File: src/rtl/priv_pkg.sv
package priv_pkg;
    localparam int STAT_W  = 32;
    localparam int BIT_EXL = 1;
    localparam int BIT_ERL = 2;
    localparam int BIT_SUP = 3;
    localparam int BIT_USR = 4;
    localparam int BIT_UX  = 5;
    localparam int BIT_BEV = 22;
    localparam int BIT_PX  = 23;
    localparam int BIT_CU0 = 28;
    localparam int BIT_CU1 = 29;

    typedef enum logic [1:0] {
        MODE_KERNEL = 2'b00,
        MODE_SUPER  = 2'b01,
        MODE_USER   = 2'b10
    } mode_e;
endpackage

File: src/rtl/priv_status_reg.sv
module priv_status_reg
    import priv_pkg::*;
#(
    parameter int                 W       = STAT_W,
    parameter logic [STAT_W-1:0]  WR_MASK = 32'h30F8FF3F
) (
    input  logic          clk,
    input  logic          rst_n,
    input  logic          wr_en_i,
    input  logic [W-1:0]  wr_data_i,
    input  logic          exc_entry_i,
    input  logic          err_entry_i,
    input  logic          dbg_entry_i,
    input  logic          eret_i,
    output logic [W-1:0]  stat_o,
    output logic          dbg_o
);
    localparam logic [W-1:0] RESET_VAL = (W'(1) << BIT_ERL) | (W'(1) << BIT_BEV);

    logic [W-1:0] stat_q, stat_d;
    logic         dbg_q, dbg_d;
    logic         any_entry;

    assign any_entry = exc_entry_i | err_entry_i | dbg_entry_i;

    always_comb begin
        stat_d = stat_q;
        dbg_d  = dbg_q;
        if (wr_en_i) begin
            stat_d = (wr_data_i & WR_MASK) | (stat_q & ~WR_MASK);
        end
        if (err_entry_i) begin
            stat_d[BIT_ERL] = 1'b1;
            stat_d[BIT_BEV] = 1'b1;
        end
        if (exc_entry_i) begin
            stat_d[BIT_EXL] = 1'b1;
        end
        if (dbg_entry_i) begin
            dbg_d = 1'b1;
        end
        if (eret_i && !any_entry) begin
            if (dbg_q) begin
                dbg_d = 1'b0;
            end else if (stat_q[BIT_ERL]) begin
                stat_d[BIT_ERL] = 1'b0;
            end else begin
                stat_d[BIT_EXL] = 1'b0;
            end
        end
    end

    always_ff @(posedge clk) begin
        if (!rst_n) begin
            stat_q <= RESET_VAL;
            dbg_q  <= 1'b0;
        end else begin
            stat_q <= stat_d;
            dbg_q  <= dbg_d;
        end
    end

    assign stat_o = stat_q;
    assign dbg_o  = dbg_q;
endmodule

File: src/rtl/priv_mode_decode.sv
module priv_mode_decode
    import priv_pkg::*;
(
    input  logic  exl_i,
    input  logic  erl_i,
    input  logic  dbg_i,
    input  logic  sup_i,
    input  logic  usr_i,
    input  logic  cu0_i,
    input  logic  cu1_i,
    input  logic  px_i,
    input  logic  ux_i,
    output mode_e mode_o,
    output logic  cp0_en_o,
    output logic  fpu_en_o,
    output logic  addr64_en_o
);
    logic elevated;
    assign elevated = exl_i | erl_i | dbg_i;

    // State selection: override levels win, then the user bit, then supervisor.
    always_comb begin
        if (elevated) begin
            mode_o = MODE_KERNEL;
        end else if (usr_i) begin
            mode_o = MODE_USER;
        end else if (sup_i) begin
            mode_o = MODE_SUPER;
        end else begin
            mode_o = MODE_KERNEL;
        end
    end

    // Per-state enables.
    always_comb begin
        unique case (mode_o)
            MODE_KERNEL: begin
                cp0_en_o    = 1'b1;
                addr64_en_o = 1'b1;
            end
            MODE_SUPER: begin
                cp0_en_o    = cu0_i;
                addr64_en_o = 1'b1;
            end
            MODE_USER: begin
                cp0_en_o    = cu0_i;
                addr64_en_o = px_i | ux_i;
            end
            default: begin
                cp0_en_o    = 1'b1;
                addr64_en_o = 1'b1;
            end
        endcase
        fpu_en_o = cu1_i;
    end
endmodule

File: src/rtl/priv_mode_unit.sv
module priv_mode_unit
    import priv_pkg::*;
#(
    parameter logic [STAT_W-1:0] WR_MASK = 32'h30F8FF3F
) (
    input  logic              clk,
    input  logic              rst_n,
    input  logic              wr_en_i,
    input  logic [STAT_W-1:0] wr_data_i,
    input  logic              exc_entry_i,
    input  logic              err_entry_i,
    input  logic              dbg_entry_i,
    input  logic              eret_i,
    output logic [STAT_W-1:0] status_o,
    output logic              in_debug_o,
    output logic [1:0]        mode_o,
    output logic              cp0_en_o,
    output logic              fpu_en_o,
    output logic              addr64_en_o
);
    logic [STAT_W-1:0] stat;
    logic              dbg;
    mode_e             mode;

    priv_status_reg #(
        .W       (STAT_W),
        .WR_MASK (WR_MASK)
    ) u_stat (
        .clk         (clk),
        .rst_n       (rst_n),
        .wr_en_i     (wr_en_i),
        .wr_data_i   (wr_data_i),
        .exc_entry_i (exc_entry_i),
        .err_entry_i (err_entry_i),
        .dbg_entry_i (dbg_entry_i),
        .eret_i      (eret_i),
        .stat_o      (stat),
        .dbg_o       (dbg)
    );

    priv_mode_decode u_dec (
        .exl_i       (stat[BIT_EXL]),
        .erl_i       (stat[BIT_ERL]),
        .dbg_i       (dbg),
        .sup_i       (stat[BIT_SUP]),
        .usr_i       (stat[BIT_USR]),
        .cu0_i       (stat[BIT_CU0]),
        .cu1_i       (stat[BIT_CU1]),
        .px_i        (stat[BIT_PX]),
        .ux_i        (stat[BIT_UX]),
        .mode_o      (mode),
        .cp0_en_o    (cp0_en_o),
        .fpu_en_o    (fpu_en_o),
        .addr64_en_o (addr64_en_o)
    );

    assign status_o   = stat;
    assign in_debug_o = dbg;
    assign mode_o     = mode;
endmodule

File: config.mk
export PLATFORM = sky130hd
export DESIGN_NAME = priv_mode_unit
export DESIGN_NICKNAME = d
export VERILOG_FILES = /design/src/rtl/priv_pkg.sv /design/src/rtl/priv_status_reg.sv /design/src/rtl/priv_mode_decode.sv /design/src/rtl/priv_mode_unit.sv
export SDC_FILE = /design/constraint.sdc
export NUM_CORES = 1
export LEC_CHECK = 0
export ABC_CLOCK_PERIOD_IN_PS = 1400
export BUFFER_PORTS_ARGS = -buffer_cell sky130_fd_sc_hd__buf_2
export CORE_ASPECT_RATIO = 0.75
export CORE_UTILIZATION = 36
export CTS_CLUSTER_SIZE = 30
export DETAILED_ROUTE_END_ITERATION = 7
export PLACE_DENSITY = 0.75
export SLEW_MARGIN = 20
export SYNTH_ARGS = -nofsm -noshare
export SYNTH_HDL_FRONTEND = slang
export SYNTH_SLANG_ARGS = --single-unit
File: constraint.sdc
create_clock -name clk -period 1.4 [get_ports clk]
set_input_delay 0.21 -clock clk [delete_from_list [all_inputs] [get_ports clk]]
set_output_delay 0.21 -clock clk [all_outputs]
set_load 0.02 [all_outputs]
==> impl_results.md, run 1 <==
- Status: complete, but fails checks
- Failing checks: negative setup slack
- Count of different cell masters after synthesis: 23
- Largest net degree at the start of global routing: 23
- Overflow after GRT: 0
- Flops & latches, synth: 22
- ANT cells: 0
- DR WL met2: ~1.1 mm
- Top sig layer: met4
- CP peak stage delay: between 0.3 and 0.4 ns
- Lkg Pwr: slightly above 0.7 nW
- Power per Cell Area: 951 nW/um^2
- Hold depth: 3
- DR iter-0 viols: 23
- Clock Latency Late Sink: 0.25 ns
- Crit Path Class: flop to output port
- Unrepaired setup endpoints after global routing: yes
- Cells on worst reg2reg path: 4
- Fraction of layout cells with a size suffix above 1: 0.471
- Gr usage total: 0.138
- Multi-input logic area: 507 sq um
- Num ports: 77
- Avg Cell Area, Syn: ~10 sq um
- Number of global-route vias before repair: 792
- DIE WIDTH: 64.6 microns
- Root buf cell: clkbuf_8
- PnR worst setup slack: -0.323 ns
- H-Tree Depth: 1
- YS warnings: 0
- Tightest Hold Check Type: primary input to flop
- Fin Setup TNS: -0.458 ns
- Max Slew Vio Count: 0
- Final Cell Area: between 1000 and 1500 sq um
- Final Power: 0.00133 W
- Core ar.: about 2700 sq um
- Reg area: ~440 sq um
- Required time worst endpoint: around 1.2 ns
- VDD IR-drop max: between 0.5 and 0.6 mV
- Initial Util: 0.392
- Post-route DRC: 0
- Drt wl/cell: 10.6 microns
- Port Buf Inserts: 54
- Vias per inst: 4.27
- Fmax: just under 600 MHz
- Final Hold Fails: 0
- CTS tree: done
- Area growth syn-to-layout: 31.9%
- Clock buffer count from CTS: 3
- Ys flop type: dfxtp_1
- GPL Wtd Cong: 0.644
- M1 wire length: around 810 microns
- Critical path data arrival time: 1.51 ns
- DRT Pass-1 Iters: 4
- Die Height: ~50 microns
- Crit path launch type: flop
- Metal3 WL: approximately 160 microns
- Clock Path Buffers: 2
- Initial antenna violation count: 0
- Slowest-stage cell, CP: dfxtp_2
- Die area: 3160 sq um
- Fill cells: 249
- Worst-path clk slew: 0.07 ns
- CTS Sinks: 22
- Post-Syn Area: ~1100 sq um
- Clk_skew: approximately 0.000090 ns
- Max_cap viols: 0
- Syn Inst Count: between 100 and 150
- Crit share post-route: 1.23
- Std-Cell Rows: 16
- Number of flops mapped to enable cells by yosys: 0
- Nets: 199
- Asr flop ratio synth: 0
- Final setup vio count: 3
- Worst-path fanout max: 2
- Placed cell area: approximately 1300 sq um
- Min Tclk post-route: 1.72 ns
- CP Cell Sequence: nor3_4, nand3b_1, ha_4, or2_4, buf_6
- DP HPWL: 1.62 mm
- Final wirelength: 2.04 mm
- ANT nets after route: 0
- Total number of vias: 824
- Wire length of the first global-routing pass: around 3.3 mm
- Sequential share of the synthesized area: 0.416
- CP Capture Type: output port
==> report_power, final <==
group	internal [W]	switching [W]	leakage [nW]	total [W]
clock	0.000191	0.000175	0.0216	0.000366
combinational	0.000119	0.000156	0.524	0.000275
sequential	0.000664	0.0000224	0.182	0.000686
==> critical path, delay by kind of cell, from the launching register on <==
| family | cells | cell delay [ns] |
|---|---|---|
| AND/OR/NAND/NOR | 3 | 0.55 |
| flip-flops | 1 | 0.33 |
| adder cells (fa/ha/maj) | 1 | 0.24 |
| buffers and inverters | 1 | 0.13 |
==> flip-flops by register name, indices dropped and copies added (netlist names) <==
signal and flops:
u_stat.dbg_o 1, u_stat.stat_o 21
==> cell usage after synthesis, types with 2 or more instances <==
cell type	count	share of area
mux2i_1	20	0.19
nor2_1	3	0.011
nor2b_1	18	0.11
buf_4	20	0.14
inv_1	3	0.011
dfxtp_1	22	0.42
a21oi_1	2	0.0095
clkbuf_1	2	0.0071
==> stage by stage <==
stage	instances	hold WS [ns]	utilization	worst slack, ns
finish	193	0.195	0.517	-0.323
global route	193	0.205	0.517	-0.397
CTS	192	0.194	0.509	-0.343
detailed placement	188	0.458	0.481	-0.119
global placement	188	0.445	0.481	-0.128
floorplan	115	0.283	-	0.0196
==> what timing repair did <==
action,CTS,global route
setup endpoints to repair,2,3
pin swaps,4,1
resized for setup,7,5
setup buffers,1,1
hold buffers,0,0
==> per-layer routing <==
metal	track usage	up-vias
met5	0	-
met3	0.0514	2
met2	0.265	38
met1	0.143	368
met4	0.0222	0
li1	-	416
==> cell usage in the layout, fill, tap and decap left out, types with 2 or more instances in the layout <==
master / count
clkbuf_8: 3
nor2b_1: 18
buf_6: 3
mux2i_1: 20
buf_2: 51
inv_1: 2
dfxtp_2: 2
a21oi_1: 2
conb_1: 11
dfxtp_1: 20
buf_4: 8
nor2_1: 3
==> cell type report <==
cell class	count	share of cell area
Multi-Input combinational cell	67	0.363
Sequential cell	22	0.317
Timing Repair Buffer	62	0.250
Tap cell	36	0.0323
Clock buffer	3	0.0296
Inverter	3	0.00806
==> final timing paths <==
kind | start | slack [ns] | to
worst min register to register | u_stat.stat_o[22] | 0.49 | u_stat.stat_o[22]
worst max register to register | u_stat.stat_o[1] | 0.34 | u_stat.stat_o[1]
worst max-delay path | u_stat.dbg_o | -0.32 | cp0_en_o
worst min-delay path | wr_data_i[22] | 0.20 | u_stat.stat_o[22]
==> cells by family (layout without fill, tap and decap cells) <==
logic type      count (synthesis)  count (layout)  synth area share
compound gates                  5               5            0.0296
fa+ha+maj                       1               1            0.0118
buf+inv                        26              68             0.170
flops                          22              22             0.416
mux                            21              21             0.200
other cells                     1              11           0.00354
simple gates                   29              29             0.169
Power figures use the tool's default switching activity.
==> run 2, diff against run 1 <==
Settings changed: ABC_AREA from default to 1, CORE_UTILIZATION 36 to 35, PLACE_DENSITY 0.75 to 0.77, SLEW_MARGIN 20 to 5.
==> impl_results.md, run 2 <==
- Most common cell after layout, fill and taps aside: buf_2
- Clock buffer count from CTS: 3 (unchanged)
- Port Buf Inserts: 54 (unchanged)
- Area contributors post-synth: dfxtp_1 (43%), nor2_1 (17%), buf_4 (16%)
- M1 wire length: 1.03 mm (+28%)
- Tightest Hold Check Type: primary input to flop
- Clock Latency Late Sink: 0.25 ns (about the same)
- YS warnings: 0 (unchanged)
- Number of flops mapped to enable cells by yosys: 0 (unchanged)
- Number of global-route vias before repair: 840 (+6.1%)
- GPL Wtd Cong: 0.749 (+16%)
- DP HPWL: 1.64 mm (+1.5%)
- Top sig layer: met4
- Unrepaired setup endpoints after global routing: yes
- Initial antenna violation count: 0 (unchanged)
- Placed cell area: 1250 sq um (-3.4%)
- Worst-path fanout max: 4 (+2)
- Final Cell Area: 1340 sq um (-3.9%)
- VDD IR-drop max: 0.720 mV (+38%)
- Crit Path Class: flop to output port
- Initial Util: 0.379 (-0.0129)
- Placed insts: 220 (+17%)
- CP top delay family: simple AND/OR/NAND/NOR gates
- Flops & latches, synth: 22 (unchanged)
- Crit path launch type: flop
- Gr usage total: 0.152 (+0.0138)
- Post-Syn Area: 1020 sq um (-4.0%)
- Num ports: 77 (unchanged)
- Slowest-stage cell, CP: dfxtp_2
- DRT Pass-1 Iters: 4 (unchanged)
- DIE WIDTH: 64.2 microns (-0.63%)
- Clk_skew: 0.000407 ns (+0.000317 ns)
- Lkg Pwr: 0.717 nW (-1.4%)
- Status: complete, but fails checks
- CP Cell Sequence: nor2_4, nand4_1, ha_1, or2_4, buf_2
- Area growth syn-to-layout: 32.0% (about the same)
- Clock Path Buffers: 2 (unchanged)
- Sequential share of the synthesized area: 0.433 (+0.0174)
- Count of different cell masters after synthesis: 17 (-26%)
- Ys flop type: dfxtp_1
- Failing checks: negative setup slack
- Fin Setup TNS: -0.464 ns (-0.00630 ns)
- Total number of vias: 928 (+13%)
- Post-route DRC: 0 (unchanged)
- H-Tree Depth: 1 (unchanged)
- Top-count cell post-synth: nor2_1
- Vias per inst: 4.14 (-3.0%)
- Non-Filler Instances: 224 (+16%)
- Drt wl/cell: 9.65 microns (-8.6%)
- Critical path data arrival time: 1.56 ns (+0.05 ns)
- CP Capture Type: output port
- DR iter-0 viols: 46 (+100%)
- Largest net degree at the start of global routing: 24 (+4.3%)
- Worst-path clk slew: 0.07 ns (about the same)
- Die Height: 48.7 microns (-0.61%)
- Final wirelength: 2.16 mm (+6.1%)
- Core ar.: 2680 sq um (-0.74%)
- Min Tclk post-route: 1.77 ns (+0.0510 ns)
- Die area: 3120 sq um (-1.2%)
- Fraction of layout cells with a size suffix above 1: 0.394 (-0.0777)
- ANT nets after route: 0 (unchanged)
- Crit share post-route: 1.27 (+0.0364)
- Yosys top cell by area: dfxtp_1
- CP peak stage delay: 0.36 ns (+0.03 ns)
- Root buf cell: clkbuf_8
- Max_cap viols: 0 (unchanged)
- Avg Cell Area, Syn: 7.36 sq um (-27%)
- CTS tree: done
- Top-area cell type share of the netlist area: 0.433 (+0.0174)
- Synth top cells by count: nor2_1 (46), dfxtp_1 (22), buf_4 (21)
- Final setup vio count: 2 (-1)
- Max Slew Vio Count: 0 (unchanged)
- PnR worst setup slack: -0.374 ns (-0.0510 ns)
- Nets: 229 (+15%)
- Final Power: 0.00157 W (+18%)
- Hold slack final: 0.160 ns (-0.0351 ns)
- Bufs and invs on worst path: 1 (unchanged)
- Hold-fix buffers, CTS: 0 (unchanged)
- Commonest cells after routing, fill and taps aside: buf_2 (53), nor2_1 (45), dfxtp_1 (18)
- CTS Sinks: 22 (unchanged)
- Fmax: 564 MHz (-2.9%)
- Final Hold Fails: 0 (unchanged)
- Overflow after GRT: 0 (unchanged)
- Post-CTS setup repair buffer count: 0 (-1)
- Wire length of the first global-routing pass: 3.68 mm (+12%)
- Syn Inst Count: 138 (+31%)
- DR WL met2: 970 microns (-8.9%)
- Metal3 WL: 150 microns (-6.3%)
- Largest register FFs: 21 (unchanged)
- Required time worst endpoint: 1.19 ns (about the same)
- Power per Cell Area: 1170 nW/um^2 (+23%)
- Asr flop ratio synth: 0 (unchanged)
- ANT cells: 0 (unchanged)
- Std-Cell Rows: 16 (unchanged)
run 2: per-layer routing:
metal	vias to the layer above	GRT usage
met5	-	0
met2	35	0.259
met3	2	0.0542
met1	392	0.186
met4	0	0.0222
li1	499	-
run 2: logic make-up (layout without fill, tap and decap cells):
kind of cell             count (synthesis)  count (layout)  synth area share
flip-flops                              22              22             0.433
buffers and inverters                   32              72             0.207
AO/OA/AOI/OAI                           22              22             0.112
other                                    1              11           0.00369
AND/OR/NAND/NOR                         60              60             0.232
adder cells (fa/ha/maj)                  1               1            0.0123
run 2: through the flow:
step	worst slack (ns)	utilization
5_1_grt	-0.442	0.500
3_5_place_dp	-0.110	0.468
2_1_floorplan	-0.120	-
3_3_place_gp	-0.0730	0.468
4_1_cts	-0.363	0.497
6_report	-0.374	0.500
run 2: worst min-delay path, cell delays in order:
cell and delay [ns]:
buf_2 0.07, nand2_1 0.04, nand3_1 0.06
run 2: final timing paths:
| path | startpoint | to | slack [ns] | cells past startpoint |
|---|---|---|---|---|
| worst max-delay path | u_stat.stat_o[2] | cp0_en_o | -0.37 | 5 |
| worst min-delay path | wr_data_i[22] | u_stat.stat_o[22] | 0.16 | 3 |
| worst max register to register | u_stat.stat_o[1] | u_stat.stat_o[1] | 0.52 | 5 |
| worst min register to register | u_stat.stat_o[22] | u_stat.stat_o[22] | 0.48 | 2 |
run 2: layout make-up:
cell class | count | area (sq um)
Clock buffer | 3 | 41.3
Timing Repair Buffer | 61 | 325
Multi-Input combinational cell | 94 | 428
Inverter | 7 | 26.3
Clock inverter | 1 | 30.0
Sequential cell | 22 | 445
Tap cell | 36 | 45.0
Fill cell | 279 | 1340
run 2: repair_timing:
action | CTS | global route
endpoints found under the setup margin | 2 | 2
gates resized for setup | 5 | 3
endpoints found under the hold margin | 0 | 0
pin swaps | 0 | 2
run 2: power breakdown:
group / internal (W) / switching (W) / total, W / leakage (nW)
clock network: 0.000382 / 0.000203 / 0.000585 / 0.0357
registers: 0.000670 / 0.0000282 / 0.000699 / 0.183
logic: 0.000104 / 0.000177 / 0.000282 / 0.498
total: 0.00116 / 0.000409 / 0.00157 / 0.717
==> run 3, diff against run 2 <==
Settings changed: SKIP_CTS_REPAIR_TIMING from default to 1.
==> impl_results.md, run 3 (synthesized netlist as in run 2, its figures left out) <==
- Comb power frac: 0.181 (about the same)
- ANT nets after route: 0 (unchanged)
- Clock Power Share: 0.375 (about the same)
- DIE WIDTH: 64.2 microns (unchanged)
- Clock buffer count from CTS: 3 (unchanged)
- DP HPWL: 1.64 mm (unchanged)
- Pint: 0.00116 W (about the same)
- Lkg Pwr: 0.726 nW (+1.3%)
- Num ports: 77 (unchanged)
- Fraction of layout cells with a size suffix above 1: 0.381 (-0.0127)
- Reg-to-Reg Start: u_stat.stat_o[1]
- Crit. Startpoint: u_stat.dbg_o
- Crit Path Class: flop to output port
- DRT Pass-1 Iters: 4 (unchanged)
- Final wirelength: 2.17 mm (+0.42%)
- Failing checks: negative setup slack
- Flop pwr share: 0.444 (-0.002)
- Final Hold Fails: 0 (unchanged)
- CP peak stage delay: 0.34 ns (-0.02 ns)
- Final Power: 0.00157 W (+0.20%)
- Clock Path Buffers: 2 (unchanged)
- GPL Wtd Cong: 0.749 (unchanged)
- Most frequent cell on the critical path: buf_6
- CTS Sinks: 22 (unchanged)
- Min Tclk post-route: 1.79 ns (+0.0152 ns)
- ANT cells: 0 (unchanged)
- Std-Cell Rows: 16 (unchanged)
- PnR worst setup slack: -0.389 ns (-0.0152 ns)
- Tightest Hold Check Type: primary input to flop
- CTS tree: done
- CP Cell Sequence: buf_6, nor4_4, ha_1, or2_4, buf_6
- Die Height: 48.7 microns (unchanged)
- Switching share of power: 0.262 (+0.000994)
- Worst-path clk slew: 0.08 ns (about the same)
- Final setup vio count: 3 (+1)
- Clock Latency Late Sink: 0.26 ns (about the same)
- Status: complete, but fails checks
- Crit path launch type: flop
- Non-Filler Instances: 225 (+0.45%)
- Hold slack final: 0.158 ns (-0.00199 ns)
- Number of global-route vias before repair: 840 (unchanged)
- Root buf cell: clkbuf_8
- DR iter-0 viols: 37 (-20%)
- H-Tree Depth: 1 (unchanged)
- Fmax: 559 MHz (-0.85%)
- Hold Crit Start: wr_data_i[22]
- Port Buf Inserts: 54 (unchanged)
- Max Slew Vio Count: 0 (unchanged)
- Post-route DRC: 0 (unchanged)
- CP Capture Type: output port
- Critical path data arrival time: 1.58 ns (+0.02 ns)
- Post-place setup slack: -0.110 ns (unchanged)
- Crit share post-route: 1.28 (+0.0109)
- Reg area: 443 sq um (-0.56%)
- Unrepaired setup endpoints after global routing: yes
- Most common cell after layout, fill and taps aside: buf_2
- VDD IR-drop max: 0.718 mV (-0.16%)
- Worst-path fanout max: 3 (-1)
- Overflow after GRT: 0 (unchanged)
- Max_cap viols: 0 (unchanged)
- Wire length of the first global-routing pass: 3.68 mm (unchanged)
- Nets: 230 (+0.44%)
- Total number of vias: 935 (+0.75%)
- Largest register FFs: 21 (unchanged)
- Placed insts: 220 (unchanged)
- Multi-input logic area: 423 sq um (-1.2%)
- Largest net degree at the start of global routing: 24 (unchanged)
- Clk_skew: 0.000452 ns (+0.0000449 ns)
- Initial antenna violation count: 0 (unchanged)
- Commonest cells after routing, fill and taps aside: buf_2 (52), nor2_1 (45), dfxtp_1 (20)
- Area growth syn-to-layout: 33.4%
- Slowest-stage cell, CP: dfxtp_2
- Vias per inst: 4.16 (+0.31%)
- Required time worst endpoint: 1.19 ns (about the same)
- Power per Cell Area: 1160 nW/um^2 (-0.82%)
- Die area: 3120 sq um (unchanged)
- Drt wl/cell: 9.64 microns (about the same)
- Fill cells: 277 (-0.72%)
- Core ar.: 2680 sq um (unchanged)
- NetSw: 0.000411 W (+0.58%)
- Initial Util: 0.379 (unchanged)
- Gr usage total: 0.152 (unchanged)
## run 3: changes by cell type in the layout (fill, tap and decap cells not counted), sizes merged
cell,change
buf,+1
## run 3: area by class of cell
class,count,area share
Multi-Input combinational cell,94,0.312
Sequential cell,22,0.327
Inverter,7,0.0194
Clock buffer,3,0.0305
Tap cell,36,0.0332
Timing Repair Buffer,62,0.256
Clock inverter,1,0.0222
## run 3: stage by stage
step,util,TNS (ns),area [sq um]
after floorplan,-,-0.120,1070
after global placement,0.468,-0.0730,1250
after detailed placement,0.468,-0.110,1250
after CTS,0.494,-0.599,1330
after global routing,0.505,-0.727,1360
final,0.505,-0.530,1360
## run 3: routing by layer
metal	part of all wire	up-vias	wire length (microns)	global-route usage
li1	-	501	-	-
met1	0.47	397	1030	0.186
met2	0.45	35	984	0.259
met3	0.069	2	149	0.0542
met4	0.0037	0	8	0.0222
met5	0	-	0	0
## run 3: worst paths after layout
check                            to  slack [ns]  cells past startpoint
setup / recovery           cp0_en_o       -0.39                      5
hold / removal    u_stat.stat_o[22]        0.16                      3
setup reg to reg   u_stat.stat_o[1]        0.46                      5
hold reg to reg   u_stat.stat_o[22]        0.48                      2
## run 3: power by group through the flow
stage / clock network, W / logic [W] / registers (W)
CTS: 0.000603 / 0.000283 / 0.000695
floorplan: 0 / 0.000181 / 0.000744
finish: 0.000588 / 0.000284 / 0.000697
detailed placement: 0 / 0.000282 / 0.000709
global placement: 0 / 0.000281 / 0.000708
global route: 0.000638 / 0.000315 / 0.000703
## run 3: critical path: cells and delay by family, from the launching register on
family | cells | cell delay [ns]
simple gates | 2 | 0.46
fa+ha+maj | 1 | 0.28
buf+inv | 2 | 0.24
flops | 1 | 0.34
